--- src/rtl/cbr_pkg.sv ---
package cbr_pkg;
    typedef enum logic [1:0] {
        RING_FUNC    = 2'b00,
        RING_INWARD  = 2'b01,
        RING_OUTWARD = 2'b10,
        RING_SAFE    = 2'b11
    } ring_mode_e;

    typedef struct packed {
        logic in_from_upd;
        logic out_from_upd;
        logic force_safe;
    } ring_ctl_t;
endpackage

--- src/rtl/cbr_mode_dec.sv ---
module cbr_mode_dec
    import cbr_pkg::*;
(
    input  logic       rst_n,
    input  logic [1:0] mode,
    output ring_ctl_t  ctl
);
    ring_mode_e eff_mode;

    always_comb begin
        eff_mode = rst_n ? ring_mode_e'(mode) : RING_FUNC;
        ctl = '0;
        case (eff_mode)
            RING_INWARD:  ctl.in_from_upd  = 1'b1;
            RING_OUTWARD: ctl.out_from_upd = 1'b1;
            RING_SAFE:    ctl.force_safe   = 1'b1;
            default:      ctl = '0;
        endcase
    end
endmodule

--- src/rtl/cbr_cell_bank.sv ---
module cbr_cell_bank #(
    parameter int               WIDTH    = 4,
    parameter logic [WIDTH-1:0] SAFE_VAL = '0
) (
    input  logic             clk,
    input  logic             rst_n,
    input  logic             cap_en,
    input  logic             shift_en,
    input  logic             upd_en,
    input  logic             si,
    output logic             so,
    input  logic [WIDTH-1:0] func_in,
    input  logic             use_upd,
    input  logic             use_safe,
    output logic [WIDTH-1:0] drive
);
    typedef struct packed {
        logic [WIDTH-1:0] sh;
        logic [WIDTH-1:0] upd;
    } bank_t;

    bank_t          st_d, st_q;
    logic [WIDTH:0] sh_ext;

    always_comb begin
        st_d   = st_q;
        sh_ext = {st_q.sh, si};
        if (cap_en) begin
            st_d.sh = func_in;
        end else if (shift_en) begin
            st_d.sh = sh_ext[WIDTH-1:0];
        end
        if (upd_en) begin
            st_d.upd = st_q.sh;
        end
    end

    always_ff @(posedge clk or negedge rst_n) begin
        if (!rst_n) begin
            st_q <= '0;
        end else begin
            st_q <= st_d;
        end
    end

    for (genvar g = 0; g < WIDTH; g++) begin : g_cell
        assign drive[g] = use_safe ? SAFE_VAL[g]
                        : (use_upd ? st_q.upd[g] : func_in[g]);
    end

    assign so = st_q.sh[WIDTH-1];

    // first cell takes scan data on a shift edge
    p_shift_entry_r6: assert property (@(posedge clk) disable iff (!rst_n)
        (shift_en && !cap_en) |=> (st_q.sh[0] == $past(si)));

    // capture loads the functional-side value
    p_capture_load_r7: assert property (@(posedge clk) disable iff (!rst_n)
        cap_en |=> (st_q.sh == $past(func_in)));

    // update flops hold without the update strobe
    p_upd_hold_r8: assert property (@(posedge clk) disable iff (!rst_n)
        !upd_en |=> $stable(st_q.upd));

    // update flops take the shift flops on the strobe
    p_upd_load_r8: assert property (@(posedge clk) disable iff (!rst_n)
        upd_en |=> (st_q.upd == $past(st_q.sh)));
endmodule

--- src/rtl/core_boundary_ring.sv ---
module core_boundary_ring
    import cbr_pkg::*;
#(
    parameter int               N_IN     = 4,
    parameter int               N_OUT    = 3,
    parameter logic [N_IN-1:0]  SAFE_IN  = '0,
    parameter logic [N_OUT-1:0] SAFE_OUT = '0
) (
    input  logic             test_clk,
    input  logic             test_rst_n,
    input  logic [1:0]       mode,
    input  logic             cap_en,
    input  logic             shift_en,
    input  logic             upd_en,
    input  logic             scan_in,
    output logic             scan_out,
    input  logic [N_IN-1:0]  sys_in,
    output logic [N_IN-1:0]  core_in,
    input  logic [N_OUT-1:0] core_out,
    output logic [N_OUT-1:0] sys_out
);
    ring_ctl_t ctl;
    logic      mid_link;

    cbr_mode_dec u_dec (
        .rst_n (test_rst_n),
        .mode  (mode),
        .ctl   (ctl)
    );

    cbr_cell_bank #(.WIDTH(N_IN), .SAFE_VAL(SAFE_IN)) u_in_bank (
        .clk      (test_clk),
        .rst_n    (test_rst_n),
        .cap_en   (cap_en),
        .shift_en (shift_en),
        .upd_en   (upd_en),
        .si       (scan_in),
        .so       (mid_link),
        .func_in  (sys_in),
        .use_upd  (ctl.in_from_upd),
        .use_safe (ctl.force_safe),
        .drive    (core_in)
    );

    cbr_cell_bank #(.WIDTH(N_OUT), .SAFE_VAL(SAFE_OUT)) u_out_bank (
        .clk      (test_clk),
        .rst_n    (test_rst_n),
        .cap_en   (cap_en),
        .shift_en (shift_en),
        .upd_en   (upd_en),
        .si       (mid_link),
        .so       (scan_out),
        .func_in  (core_out),
        .use_upd  (ctl.out_from_upd),
        .use_safe (ctl.force_safe),
        .drive    (sys_out)
    );

    // safe code forces both driven sides
    p_safe_force_r5: assert property (@(posedge test_clk) disable iff (!test_rst_n)
        (mode == 2'b11) |-> (core_in == SAFE_IN && sys_out == SAFE_OUT));

    // functional code keeps both paths transparent
    p_func_pass_r2: assert property (@(posedge test_clk) disable iff (!test_rst_n)
        (mode == 2'b00) |-> (core_in == sys_in && sys_out == core_out));
endmodule

--- config.mk ---
export PLATFORM = sky130hd
export DESIGN_NAME = core_boundary_ring
export DESIGN_NICKNAME = d
export VERILOG_FILES = /design/src/rtl/cbr_pkg.sv /design/src/rtl/cbr_mode_dec.sv /design/src/rtl/cbr_cell_bank.sv /design/src/rtl/core_boundary_ring.sv
export SDC_FILE = /design/constraint.sdc
export NUM_CORES = 1
export LEC_CHECK = 0
export ABC_CLOCK_PERIOD_IN_PS = 2950
export BUFFER_PORTS_ARGS = -buffer_cell sky130_fd_sc_hd__buf_2
export CAP_MARGIN = 20
export CORE_UTILIZATION = 47
export DETAILED_ROUTE_END_ITERATION = 7
export PLACE_DENSITY = 0.75
export SYNTH_ARGS = -nofsm -noshare
export SYNTH_HDL_FRONTEND = slang
export SYNTH_SLANG_ARGS = --single-unit
--- constraint.sdc ---
create_clock -name test_clk -period 2.95 [get_ports test_clk]
set_clock_uncertainty 0.15 [all_clocks]
set_input_delay 0.1475 -clock test_clk [delete_from_list [all_inputs] [get_ports test_clk]]
set_output_delay 0.1475 -clock test_clk [all_outputs]
set_load 0.01 [all_outputs]
==> qor.yml <==
status: "finished, violations left"
violations: "negative hold slack"
die_w_um: 41.2
finalHoldViolCount: 1
grt_pass1_vias: 522
cts_post_setup_buffers_inserted: 0
crit_type: "in -> out"
ys_ff_latch: 14
p_seq_share_pct: 48.9
ys.warnings.count: 0
total_power_uw: 472
portBuffers: 22
post_drt_wl_per_cell_um: 14.0
track_usage_pct: 21.6
core_um2: 1370
finalInstanceArea_um2: 951
holdWs_ns: -0.00780
grt_max_degree: 17
slew_viol_final: 0
clkTransAtPathRegs_ns: 0.09
rrSetupSlack_ns: 1.99
setup_slack_ns: 0.990
p_leak_nw: 0.480
dp_cells: 95
synth_fp_nets: 76
io_pins: 23
overflow: 0
switching_power_uw: 125
yosys.area.top_type: "dfrtp_1"
crit_arrival_ns: 1.66
cpPeakStageDelay_ns: 0.52
tritoncts: "yes"
comb_power_share_pct: 20.2
cpMostUsedCell: "buf_2"
initial_core_util_pct: 52.9
grt_pass1_wl_mm: 2.23
p_per_area_nw_per_um2: 496
crit_slowest_cell: "dlygate4sd3_1"
holdBufCountCts: 8
final_cell_mix: "buf_2 (22), mux2_2 (14), dfrtp_1 (14), nand2_1 (9), dlygate4sd3_1 (8)"
register_area_um2: 350
worst_path_dominant_cell_family: "buffers and inverters"
drive_gt1_share_pct: 46.7
yosysSeqAreaShare_pct: 48.4
instances_no_fill: 107
fp-row-count: 13
place_area_um2: 835
final_common_cell: "buf_2"
cts_resized: 0
finish.utilization_pct: 69.6
yosysTopAreaCellShare_pct: 48.4
clk_latency_ns: 0.30
syn_inst: 61
drt_iter0_drc: 7
intPower_uw: 347
cts.sinks: 14
ant_nets: 0
cp-start-kind: "input pin"
first_pass_iters: 4
die_area_um2: 1700
final-setup-viol-count: 0
gp_congestion: 0.703
diodes: 0
clockPowerShare_pct: 30.8
antenna_found_initial: 0
fp.dieH_um: 41.2
fillCellCount: 121
required_ns: 2.65
hold_class: "in -> reg"
grt_setup_unrepaired: "false"
switching_share_pct: 26.5
post-place-ws_ns: 1.50
tightest_slew_ns: 0.337
crit_buf_inv: 3
max-cap-violations: 0
crit_fanout: 16
vias: 557
drc: 0
synth_area_leaders: "dfrtp_1 (48%), mux2_2 (22%), mux2i_1 (9.7%)"
wirelength_mm: 1.50
post-route-period-util_pct: 66.4
syn_area_um2: 723
slew_headroom_pct: 77.5
layout.nets: 108
clockBufferDepth: 2
cts-root-buf: "clkbuf_4"
cp-end-kind: "output port"
dp_hpwl_mm: 1.06
synth_cell_types: 11
cts_buffers: 3
htree_num_levels: 1
via_per_inst: 5.21
fmax_ghz: 0.510
syn_area_per_cell_um2: 11.9
area_delta_synth_final_pct: 31.5
multi_input_area_um2: 355
fin_tns_setup_ns: 0
path_cells: "dlygate4sd3_1, buf_2, nand2_1, mux2_2, buf_2"
max-vdd-ir-drop_mv: 0.302
finalCriticalPeriod_ns: 1.96
==> metal layers <==
metal	part of all wire, %	GRT usage (%)
met5	0	0
met4	1.6	9.68
met3	4.2	8.15
met2	46	35.2
met1	48	25.0
==> synthesized netlist by cell type <==
master    count
dfrtp_1      14
mux2_2       14
nand2_1       9
mux2i_1       7
o21ai_0       7
and2b_1       4
and2b_4       2
and2b_2       1
buf_2         1
buf_4         1
clkbuf_2      1
==> registers in the layout, indices dropped and copies added (netlist names) <==
signal	cells
u_in_bank.sh_ext	3
u_in_bank.so	1
u_out_bank.st_q	3
u_in_bank.st_q	4
u_out_bank.sh_ext	2
u_out_bank.so	1
==> logic make-up after synthesis <==
| family | share of synthesized area (%) |
|---|---|
| buf+inv | 2.42 |
| flops | 48.4 |
| mux | 31.5 |
| simple gates | 12.8 |
| compound gates | 4.84 |
==> worst paths after layout <==
path	start	to	depth (start not counted)
max in group asynchronous	test_rst_n	u_in_bank.st_q[1]	2
hold reg to reg	u_in_bank.st_q[1]	u_in_bank.st_q[1]	1
min in group asynchronous	test_rst_n	u_out_bank.st_q[0]	2
setup / recovery	test_rst_n	core_in[1]	5
hold / removal	scan_in	u_in_bank.sh_ext[1]	3
setup reg to reg	u_in_bank.so	u_in_bank.st_q[3]	1
==> cell type report <==
type / count / area share (%)
clock buffer: 4 / 3.82
multi-input combinational: 44 / 37.4
sequential: 14 / 36.8
tap: 15 / 1.97
timing repair buffer: 30 / 20.0
==> power by group through the flow <==
stage | clock [mW] | sequential, mW | combinational [mW]
finish | 0.146 | 0.231 | 0.0954
global route | 0.152 | 0.234 | 0.105
CTS | 0.143 | 0.231 | 0.0962
detailed placement | 0 | 0.235 | 0.0878
global placement | 0 | 0.233 | 0.0849
floorplan | 0 | 0.230 | 0.0579
==> worst min-delay path, stage by stage <==
cell     delay (ns)
buf_2          0.07
mux2i_1        0.05
o21ai_0        0.13
Power figures use the tool's default switching activity.
